--- config.mk ---
export PLATFORM = sky130hd
export DESIGN_NAME = wdt_freq_recovery
export DESIGN_NICKNAME = d
export VERILOG_FILES = /design/src/rtl/wfr_pkg.sv /design/src/rtl/wfr_tick.sv /design/src/rtl/wfr_timer.sv /design/src/rtl/wfr_hist.sv /design/src/rtl/wfr_pulse.sv /design/src/rtl/wdt_freq_recovery.sv
export SDC_FILE = /design/constraint.sdc
export NUM_CORES = 1
export LEC_CHECK = 0
export ABC_AREA = 1
export BUFFER_PORTS_ARGS = -buffer_cell sky130_fd_sc_hd__buf_2
export CAP_MARGIN = 20
export CORE_MARGIN = 10
export CORE_UTILIZATION = 29
export CTS_BUF_LIST = sky130_fd_sc_hd__clkbuf_4 sky130_fd_sc_hd__clkbuf_8 sky130_fd_sc_hd__clkbuf_16
export CTS_CLUSTER_DIAMETER = 30
export DETAILED_ROUTE_END_ITERATION = 12
export PLACE_DENSITY = 0.43
export SLEW_MARGIN = 20
export SYNTH_ARGS = -nofsm -noshare
export SYNTH_HDL_FRONTEND = slang
export SYNTH_SLANG_ARGS = --single-unit
--- constraint.sdc ---
create_clock -name clk -period 2.8 [get_ports clk]
set_input_delay 0.28 -clock clk [delete_from_list [all_inputs] [get_ports clk]]
set_output_delay 0.28 -clock clk [all_outputs]
set_load 0.02 [all_outputs]
--- src/rtl/wfr_pkg.sv ---
package wfr_pkg;
   localparam int TMO_W = 4;
   typedef logic [TMO_W-1:0] tmo_t;
   typedef enum logic {
      PIN_RST_OUT = 1'b0,
      PIN_PD_IN   = 1'b1
   } pin_mode_e;
endpackage

--- src/rtl/wfr_tick.sv ---
module wfr_tick #(
   parameter int unsigned TICK_CYCLES = 4
) (
   input  logic clk,
   input  logic rst_n,
   input  logic clr,
   input  logic run,
   output logic tick
);
   generate
      if (TICK_CYCLES == 1) begin : g_direct
         assign tick = run;
      end else begin : g_div
         localparam int CW = $clog2(TICK_CYCLES);
         localparam logic [CW-1:0] LAST = CW'(TICK_CYCLES - 1);
         logic [CW-1:0] cnt_q;

         always_ff @(posedge clk or negedge rst_n) begin
            if (!rst_n)              cnt_q <= '0;
            else if (clr || !run)    cnt_q <= '0;
            else if (cnt_q == LAST)  cnt_q <= '0;
            else                     cnt_q <= cnt_q + 1'b1;
         end

         assign tick = run && (cnt_q == LAST);


         tick_spacing_chk: assert property (@(posedge clk) disable iff (!rst_n)
            tick |=> !tick);
      end
   endgenerate
endmodule

--- src/rtl/wfr_timer.sv ---
module wfr_timer
   import wfr_pkg::*;
(
   input  logic clk,
   input  logic rst_n,
   input  logic tmo_wr,
   input  tmo_t tmo_val,
   input  logic start_req,
   input  logic tick,
   output logic running,
   output logic arm,
   output logic expire,
   output logic flag
);
   tmo_t           tmo_q, sec_q;
   logic           cancel;
   logic [TMO_W:0] sec_nx;

   assign cancel = tmo_wr && (tmo_val == '0);
   assign arm    = start_req && (tmo_q != '0);
   assign sec_nx = {1'b0, sec_q} + 1'b1;
   assign expire = running && tick && (sec_nx >= {1'b0, tmo_q})
                   && !start_req && !cancel;

   always_ff @(posedge clk or negedge rst_n) begin
      if (!rst_n) begin
         tmo_q   <= '0;
         sec_q   <= '0;
         running <= 1'b0;
         flag    <= 1'b0;
      end else begin
         if (tmo_wr) tmo_q <= tmo_val;
         if (cancel) begin
            running <= 1'b0;
            flag    <= 1'b0;
         end else if (arm) begin
            running <= 1'b1;
            sec_q   <= '0;
         end else if (expire) begin
            running <= 1'b0;
            flag    <= 1'b1;
         end else if (running && tick) begin
            sec_q   <= sec_q + 1'b1;
         end
      end
   end


   idle_when_off_chk: assert property (@(posedge clk) disable iff (!rst_n)
      running |-> (tmo_q != '0));

   cancel_stops_chk: assert property (@(posedge clk) disable iff (!rst_n)
      cancel |=> (!running && !flag));

   restart_chk: assert property (@(posedge clk) disable iff (!rst_n)
      arm |=> (running && sec_q == '0));
endmodule

--- src/rtl/wfr_hist.sv ---
module wfr_hist #(
   parameter int FREQ_W = 4
) (
   input  logic              clk,
   input  logic              rst_n,
   input  logic              wr,
   input  logic [FREQ_W-1:0] wr_code,
   input  logic [FREQ_W-1:0] hw_code,
   input  logic              expire,
   input  logic              revert_sel,
   output logic [FREQ_W-1:0] freq_sel
);
   logic [FREQ_W-1:0] cur_q, prev_q;
   logic              cur_v, prev_v, use_sw;

   always_ff @(posedge clk or negedge rst_n) begin
      if (!rst_n) begin
         cur_q  <= '0;
         prev_q <= '0;
         cur_v  <= 1'b0;
         prev_v <= 1'b0;
         use_sw <= 1'b0;
      end else if (wr) begin
         prev_q <= cur_q;
         cur_q  <= wr_code;
         prev_v <= cur_v;
         cur_v  <= 1'b1;
         use_sw <= 1'b1;
      end else if (expire) begin
         if (revert_sel && prev_v) begin
            cur_q  <= prev_q;
            use_sw <= 1'b1;
         end else begin
            use_sw <= 1'b0;
         end
      end
   end

   assign freq_sel = use_sw ? cur_q : hw_code;


   sw_write_chk: assert property (@(posedge clk) disable iff (!rst_n)
      wr |=> (freq_sel == $past(wr_code)));

   prev_revert_chk: assert property (@(posedge clk) disable iff (!rst_n)
      (expire && revert_sel && prev_v) |=> (freq_sel == $past(prev_q)));
endmodule

--- src/rtl/wfr_pulse.sv ---
module wfr_pulse
   import wfr_pkg::*;
#(
   parameter int unsigned RST_CYCLES = 8
) (
   input  logic      clk,
   input  logic      rst_n,
   input  logic      expire,
   input  pin_mode_e pin_mode,
   output logic      sys_rst_n,
   output logic      sys_rst_oe
);
   localparam int CW = $clog2(RST_CYCLES + 1);
   logic [CW-1:0] cnt_q;

   always_ff @(posedge clk or negedge rst_n) begin
      if (!rst_n)                     cnt_q <= '0;
      else if (pin_mode == PIN_PD_IN) cnt_q <= '0;
      else if (expire)                cnt_q <= CW'(RST_CYCLES);
      else if (cnt_q != '0)           cnt_q <= cnt_q - 1'b1;
   end

   assign sys_rst_n  = (cnt_q == '0);
   assign sys_rst_oe = (pin_mode == PIN_RST_OUT);


   pulse_cause_chk: assert property (@(posedge clk) disable iff (!rst_n)
      $fell(sys_rst_n) |-> $past(expire));

   pd_quiet_chk: assert property (@(posedge clk) disable iff (!rst_n)
      (pin_mode == PIN_PD_IN) |=> sys_rst_n);
endmodule

--- src/rtl/wdt_freq_recovery.sv ---
module wdt_freq_recovery
   import wfr_pkg::*;
#(
   parameter int          FREQ_W      = 4,
   parameter int unsigned TICK_CYCLES = 50_000_000,
   parameter int unsigned RST_CYCLES  = 300_000
) (
   input  logic              clk,
   input  logic              rst_n,
   input  logic [FREQ_W-1:0] hw_code,
   input  logic              sw_code_wr,
   input  logic [FREQ_W-1:0] sw_code,
   input  logic              dial_wr,
   input  logic              tmo_wr,
   input  logic [3:0]        tmo_val,
   input  logic              revert_sel,
   input  logic              pin_in_mode,
   output logic [FREQ_W-1:0] freq_sel,
   output logic              tmo_flag,
   output logic              sys_rst_n,
   output logic              sys_rst_oe
);
   generate
      if (FREQ_W < 1 || TICK_CYCLES < 1 || RST_CYCLES < 1) begin : g_bad_param
         $error("wdt_freq_recovery: FREQ_W, TICK_CYCLES and RST_CYCLES must be at least 1");
      end
   endgenerate

   logic running, arm, expire, tick;

   wfr_tick #(.TICK_CYCLES(TICK_CYCLES)) u_tick (
      .clk(clk), .rst_n(rst_n), .clr(arm), .run(running), .tick(tick));

   wfr_timer u_timer (
      .clk(clk), .rst_n(rst_n), .tmo_wr(tmo_wr), .tmo_val(tmo_t'(tmo_val)),
      .start_req(sw_code_wr || dial_wr), .tick(tick), .running(running),
      .arm(arm), .expire(expire), .flag(tmo_flag));

   wfr_hist #(.FREQ_W(FREQ_W)) u_hist (
      .clk(clk), .rst_n(rst_n), .wr(sw_code_wr), .wr_code(sw_code),
      .hw_code(hw_code), .expire(expire), .revert_sel(revert_sel),
      .freq_sel(freq_sel));

   wfr_pulse #(.RST_CYCLES(RST_CYCLES)) u_pulse (
      .clk(clk), .rst_n(rst_n), .expire(expire),
      .pin_mode(pin_in_mode ? PIN_PD_IN : PIN_RST_OUT),
      .sys_rst_n(sys_rst_n), .sys_rst_oe(sys_rst_oe));


   hw_revert_chk: assert property (@(posedge clk) disable iff (!rst_n)
      (expire && !revert_sel) |=> (freq_sel == $past(hw_code)));

   flag_hold_chk: assert property (@(posedge clk) disable iff (!rst_n)
      (tmo_flag && !(tmo_wr && tmo_val == 4'd0)) |=> tmo_flag);
endmodule

==> impl_metrics.csv, run 1 <==
group,metric,value,unit
worst_setup_path,timing.rr.end,"u_pulse.cnt_q[12]$_DFFE_PN0P_",
die,die-height,136,microns
clock_tree,clock-root-buffer,"clkbuf_16",
worst_setup_path,cpPeakStageDelay,0.38,ns
drt,detail_route.drc_violations,0,
sta,rsz_0062_raised_after_global_routing,"no",
clock_tree,clock_insertion_delay_worst_skew,0.34,ns
drt,antenna_violating_nets_post_route,0,
worst_setup_path,worst_r2r_startpoint,"u_timer.sec_q[0]$_DFFE_PN0P_",
worst_setup_path,cp_endpoint_kind,"primary output",
placement,port_buffers,25,
worst_setup_path,worst_path_max_delay_cell,"dfrtp_1",
global_route,first_pass_grt_wire_length,16700,microns
global_route,global_route.overflow_total,0,
drt,totalWireLength,9370,microns
worst_setup_path,timing.critical_path.arrival,2.11,ns
sta,clock-skew-final,0.00945,ns
drt,initialDrtViolationCount,189,
clock_tree,cts.repair.resized,0,
global_route,grt_max_degree,67,
outcome,run_status,"finished clean",
logic_synthesis,synth_sequential_area_ratio,42.6,%
sta,max_freq,0.419,GHz
logic_synthesis,post_synth_num_cell_types,31,
sta,hold-worst-slack,0.109,ns
sta,setup_viol_count_final,0,
die,die-width,136,microns
min_path,min-delay-path-class,"in2async",
clock_tree,tritoncts,"built",
power,leakagePower,2.31,nW
worst_setup_path,crit_path_max_fanout,6,
drt,first_pass_iters,4,
die,design.portCount,26,
worst_setup_path,cp-start-kind,"flip-flop",
global_route,grt_antenna_before_repair,0,
power,power.density_cell_area,801,nW/um^2
placement,place_hpwl,6870,microns
finish,net_count_of_the_finished_layout,587,
clock_tree,postCtsSetupRepairBufs,0,
worst_setup_path,critical_path.most_common_cell,"inv_1",
logic_synthesis,nets_in_the_synthesized_netlist,558,
worst_setup_path,critical_path.top_delay_family,"simple AND/OR/NAND/NOR gates",
finish,mostFrequentLayoutCell,"nand2_1",
finish,fillCellCount,1424,
worst_setup_path,cp_num_buf_inv,4,
global_route,number_of_global_route_vias_before_repair,3545,
logic_synthesis,syn_avg_cell_area,7.29,sq um
sta,final.setup.tns,0,ns
sta,final-hold-violation-count,0,
flow_run,max_cap_violations,0,
clock_tree,cts_hold_buffers,0,
finish,layout_common_cells,"nand2_1 (120), nor2_1 (89), inv_1 (80)",
die,rows,42,
drt,detail_route.vias_per_cell,4.47,
clock_tree,cts.htree.levels,3,
logic_synthesis,yosys_register_bits,66,
finish,insertedDiodeCount,0,
global_route,grt_util_all_layers,11.2,%
logic_synthesis,netlist_instances,532,
sta,worst_slew_margin_rel,40.4,%
worst_setup_path,ff2ff_setup_slack,0.52,ns
drt,number_of_vias_in_the_routed_layout,3319,
drt,routed_wire_length_per_instance,12.6,microns
worst_setup_path,critical_path.cell_chain,"inv_1 > ha_1 > inv_1 > nor2_2 > nand4_1 > nor2_1 > nand3_1 > inv_1 > buf_2",
logic_synthesis,area_of_the_mapped_netlist,3880,sq um
clock_tree,clkTransAtPathRegs,0.06,ns
clock_tree,numCtsBuffers,9,
sta,maxSlewViolCount,0,
finish,final_layout_size_suffix_gt1_share,10.8,%
power,ir_drop,0.423,mV
logic_synthesis,synth-warning-count,0,
placement,place.gp.congestion,0.800,
die,core_area,13200,sq um
sta,finalCriticalPeriod,2.39,ns
clock_tree,cts_num_sinks,66,
worst_setup_path,timing.critical_path.required,2.52,ns
worst_setup_path,reg2reg_depth,11,
clock_tree,ctsLongestPathBuffers,2,
finish,area_delta_synth_final,16.3,%
sta,min_period_over_period,85.2,%
die,floorplan.die_area,18400,sq um
sta,timing_worst_slew_pin_value,0.895,ns
die,start_util,29.4,%
worst_setup_path,timing_worst_setup_path_type,"reg2out",
## metal layers
layer / track usage, % / up-vias / share of wire, %
li1: - / 1735 / -
met1: 14.1 / 1521 / 50
met2: 18.0 / 52 / 45
met3: 2.60 / 11 / 3.4
met4: 4.49 / 0 / 1.8
met5: 0 / - / 0
## synth_stat cells
cell / number / area [sq um]
nand2_1: 120 / 450
nor2_1: 89 / 334
inv_1: 80 / 300
dfrtp_1: 66 / 1650
nand3_1: 45 / 225
nand4_1: 22 / 138
nor3_1: 19 / 95.1
xor2_1: 19 / 166
o21ai_0: 13 / 65.1
xnor2_1: 9 / 78.8
a21oi_1: 8 / 40.0
ha_1: 7 / 87.6
buf_2: 5 / 25.0
nand2_2: 4 / 25.0
nor2_2: 4 / 25.0
clkbuf_1: 3 / 11.3
clkinv_1: 2 / 7.51
inv_2: 2 / 7.51
nor3_2: 2 / 20.0
nor3b_1: 2 / 15.0
a21o_2: 1 / 8.76
a41oi_2: 1 / 16.3
buf_6: 1 / 11.3
nand2_4: 1 / 11.3
nand3b_1: 1 / 7.51
nand4_2: 1 / 12.5
nor3b_2: 1 / 12.5
nor4_1: 1 / 6.26
o21a_1: 1 / 7.51
o32ai_1: 1 / 8.76
or2_2: 1 / 6.26
## per-stage QoR
| stage | utilization [%] | cells | setup slack [ns] | total power (W) | cell area (sq um) |
|---|---|---|---|---|---|
| 2_1_floorplan | - | 532 | 0.884 | 0.00212 | 3880 |
| 3_3_place_gp | 31.8 | 726 | 0.570 | 0.00240 | 4190 |
| 3_5_place_dp | 31.8 | 726 | 0.502 | 0.00241 | 4190 |
| 4_1_cts | 34.2 | 742 | 0.385 | 0.00365 | 4510 |
| 5_1_grt | 34.2 | 742 | 0.165 | 0.00393 | 4510 |
| 6_report | 34.2 | 742 | 0.414 | 0.00361 | 4510 |
## cells by family (layout without fill, tap and decap cells)
| group | after synthesis | count (layout) | synth area share [%] |
|---|---|---|---|
| DFF | 66 | 66 | 42.6 |
| adders and majority gates | 7 | 7 | 2.26 |
| AOI/OAI and AO/OA | 25 | 25 | 3.78 |
| and+or+nand+nor | 313 | 313 | 35.7 |
| buffers and inverters | 93 | 127 | 9.36 |
| xor gates and xnor gates | 28 | 28 | 6.32 |
## worst reg2reg max path, stage by stage, from the launching register on
cell	delay, ns
dfrtp_1	0.42
ha_1	0.23
xor2_1	0.16
ha_1	0.32
nand2_1	0.05
inv_1	0.05
nand3_1	0.07
nand4_1	0.14
nand4_2	0.25
nand2_1	0.35
nand3_1	0.11
inv_1	0.07
## report_power, final
group	total [W]	switching [W]	internal, W
clock network	0.00122	0.000446	0.000777
logic	0.00120	0.000765	0.000436
registers	0.00119	0.000103	0.00108
## final cells by class
type                    count  area [sq um]  share of cell area (%)
clock buffers               9           225                    4.99
clock inverters             7          93.8                    2.08
inverters                  84           315                    6.99
multi-input cells         373          1860                    41.3
flip-flops and latches     66          1650                    36.6
well taps                 176           220                    4.88
repair buffers             27           140                    3.11
## how the worst max path moves through the flow
| stage | end | slack (ns) | cells past startpoint | start |
|---|---|---|---|---|
| after floorplan | u_hist.cur_q[0]$_DFFE_PN0P_ | 0.88 | 12 | u_timer.sec_q[0]$_DFFE_PN0P_ |
| after global placement | u_pulse.cnt_q[5]$_DFFE_PN0P_ | 0.57 | 11 | u_timer.sec_q[0]$_DFFE_PN0P_ |
| after detailed placement | u_pulse.cnt_q[8]$_DFFE_PN0P_ | 0.50 | 12 | u_timer.sec_q[0]$_DFFE_PN0P_ |
| after CTS | sys_rst_n | 0.38 | 9 | u_pulse.cnt_q[0]$_DFFE_PN0P_ |
| after global routing | sys_rst_n | 0.16 | 9 | u_pulse.cnt_q[0]$_DFFE_PN0P_ |
| final | sys_rst_n | 0.41 | 9 | u_pulse.cnt_q[0]$_DFFE_PN0P_ |
## flip-flops by register name, summed over array words and instances (netlist names)
register	flops
u_timer.sec_q	4
u_pulse.cnt_q	19
u_timer.flag	1
u_tick.g_div.cnt_q	26
u_hist.cur_v	1
u_timer.tmo_q	4
u_hist.prev_v	1
u_hist.use_sw	1
u_timer.running	1
u_hist.cur_q	4
u_hist.prev_q	4
(Power assumes the default switching activity.)
==> run 2, diff against run 1 <==
--- a/config.mk
+++ b/config.mk
@@ -8,12 +8,14 @@
 export ABC_AREA = 1
 export BUFFER_PORTS_ARGS = -buffer_cell sky130_fd_sc_hd__buf_2
 export CAP_MARGIN = 20
-export CORE_MARGIN = 10
+export CELL_PAD_IN_SITES_DETAIL_PLACEMENT = 1
+export CELL_PAD_IN_SITES_GLOBAL_PLACEMENT = 2
+export CORE_MARGIN = 8
 export CORE_UTILIZATION = 29
 export CTS_BUF_LIST = sky130_fd_sc_hd__clkbuf_4 sky130_fd_sc_hd__clkbuf_8 sky130_fd_sc_hd__clkbuf_16
 export CTS_CLUSTER_DIAMETER = 30
 export DETAILED_ROUTE_END_ITERATION = 12
-export PLACE_DENSITY = 0.43
+export PLACE_DENSITY = 0.67
 export SLEW_MARGIN = 20
 export SYNTH_ARGS = -nofsm -noshare
 export SYNTH_HDL_FRONTEND = slang
==> impl_metrics.csv, run 2 (same netlist as run 1, synthesis figures left out) <==
group,metric,value,unit
outcome,run_status,"finished clean",
sta,final-hold-violation-count,0,
sta,rsz_0062_raised_after_global_routing,"no",
global_route,grt_antenna_before_repair,0,
sta,timing_worst_slew_pin_value,0.760,ns
worst_setup_path,timing.critical_path.to,"u_pulse.cnt_q[8]$_DFFE_PN0P_",
die,die-height,132,microns
clock_tree,numCtsBuffers,9,
clock_tree,ctsLongestPathBuffers,2,
clock_tree,cts_hold_buffers,0,
finish,area_delta_synth_final,15.4,%
sta,layout_setup_ws,0.409,ns
finish,largest_register_ffs,26,
power,ir_drop,0.327,mV
placement,port_buffers,25,
worst_setup_path,timing.critical_path.arrival,2.67,ns
power,leakagePower,2.30,nW
worst_setup_path,critPathLaunch,"u_timer.sec_q[0]$_DFFE_PN0P_",
clock_tree,postCtsSetupRepairBufs,0,
worst_setup_path,cpPeakStageDelay,0.43,ns
worst_setup_path,timing_worst_setup_path_type,"reg2reg",
global_route,grt_util_all_layers,13.0,%
placement,place_hpwl,8140,microns
clock_tree,clkTransAtPathRegs,0.06,ns
die,rows,42,
global_route,global_route.overflow_total,0,
sta,maxSlewViolCount,0,
finish,largestRegisters,"u_tick.g_div.cnt_q x26, u_pulse.cnt_q x19",
sta,worst_slew_margin_rel,49.3,%
worst_setup_path,crit_path_max_fanout,9,
sta,max_freq,0.418,GHz
worst_setup_path,critical_path.cell_chain,"ha_1 > xor2_1 > ha_1 > nand2_1 > inv_1 > nand3_1 > nand4_1 > nand4_2 > nand2_1 > nand3_1 > inv_1",
sta,setup_viol_count_final,0,
finish,final_layout_size_suffix_gt1_share,10.9,%
drt,first_pass_iters,4,
finish,insertedDiodeCount,0,
worst_setup_path,timing.critical_path.required,3.08,ns
drt,totalWireLength,10500,microns
worst_setup_path,cp-start-kind,"flip-flop",
clock_tree,cts_num_sinks,66,
clock_tree,clock-root-buffer,"clkbuf_16",
clock_tree,clock_insertion_delay_worst_skew,0.34,ns
placement,place_worst_setup_slack,0.397,ns
worst_setup_path,timing.rr.end,"u_pulse.cnt_q[8]$_DFFE_PN0P_",
power,power.density_cell_area,769,nW/um^2
worst_setup_path,worst_r2r_startpoint,"u_timer.sec_q[0]$_DFFE_PN0P_",
drt,initialDrtViolationCount,105,
die,die-width,132,microns
die,core_area,13100,sq um
die,floorplan.die_area,17300,sq um
sta,final.setup.tns,0,ns
placement,place.gp.congestion,0.791,
worst_setup_path,cp_endpoint_kind,"flip-flop",
drt,number_of_vias_in_the_routed_layout,3377,
worst_setup_path,ff2ff_setup_slack,0.41,ns
global_route,first_pass_grt_wire_length,18400,microns
global_route,number_of_global_route_vias_before_repair,3720,
sta,min_period_over_period,85.4,%
sta,finalCriticalPeriod,2.39,ns
min_path,min-delay-path-class,"in2async",
die,design.portCount,26,
drt,detail_route.drc_violations,0,
flow_run,max_cap_violations,0,
drt,routed_wire_length_per_instance,14.1,microns
clock_tree,cts.htree.levels,3,
drt,detail_route.vias_per_cell,4.55,
finish,layout_common_cells,"nand2_1 (120), nor2_1 (89), inv_1 (80)",
clock_tree,tritoncts,"built",
finish,net_count_of_the_finished_layout,589,
finish,largest_register,"u_tick.g_div.cnt_q",
global_route,grt_max_degree,32,
clock_tree,cts.repair.resized,0,
sta,clock-skew-final,0.00386,ns
finish,mostFrequentLayoutCell,"nand2_1",
worst_setup_path,worst_path_max_delay_cell,"dfrtp_1",
worst_setup_path,reg2reg_depth,11,
die,start_util,29.5,%
drt,antenna_violating_nets_post_route,0,
run 2: critical path, delay by kind of cell, from the launching register on:
| family | cells | cell delay, ns |
|---|---|---|
| simple gates | 6 | 1.04 |
| fa+ha+maj | 2 | 0.57 |
| flops | 1 | 0.43 |
| xor+xnor | 1 | 0.16 |
| buf+inv | 2 | 0.13 |
run 2: metrics by stage:
step	utilization [%]	hold WS, ns	power, W	cell area [sq um]	std cells
after global routing	34.1	0.0560	0.00373	4480	743
after detailed placement	32.0	0.401	0.00244	4210	728
after floorplan	-	-0.0156	0.00212	3880	532
after global placement	32.0	0.381	0.00242	4210	728
after CTS	34.1	0.0323	0.00351	4480	743
final	34.1	0.0120	0.00344	4480	743
run 2: routing by layer:
metal	global-route usage (%)	wire length, microns
met5	0	0
met4	4.15	160
met3	3.58	266
met2	22.2	5210
met1	15.4	4840
run 2: area by class of cell:
| class | count | area [sq um] |
|---|---|---|
| clock inverter | 6 | 45.0 |
| fill | 1647 | 8660 |
| tap | 176 | 220 |
| timing repair buffer | 29 | 155 |
| inverter | 84 | 315 |
| clock buffer | 9 | 225 |
| multi-input combinational | 373 | 1860 |
| sequential | 66 | 1650 |
run 2: how the worst min path moves through the flow:
stage / from / to / slack, ns
2_1_floorplan: rst_n / u_hist.cur_q[0]$_DFFE_PN0P_ / -0.02
3_3_place_gp: rst_n / u_tick.g_div.cnt_q[3]$_DFF_PN0_ / 0.38
3_5_place_dp: rst_n / u_tick.g_div.cnt_q[3]$_DFF_PN0_ / 0.40
4_1_cts: rst_n / u_timer.running$_DFFE_PN0P_ / 0.03
5_1_grt: rst_n / u_tick.g_div.cnt_q[0]$_DFF_PN0_ / 0.06
6_report: rst_n / u_tick.g_div.cnt_q[3]$_DFF_PN0_ / 0.01
run 2: power breakdown:
| group | leakage [nW] | internal [W] | switching, W |
|---|---|---|---|
| clock network | 0.123 | 0.000595 | 0.000447 |
| registers | 0.876 | 0.00108 | 0.000110 |
| logic | 1.30 | 0.000438 | 0.000767 |
| total | 2.30 | 0.00212 | 0.00132 |
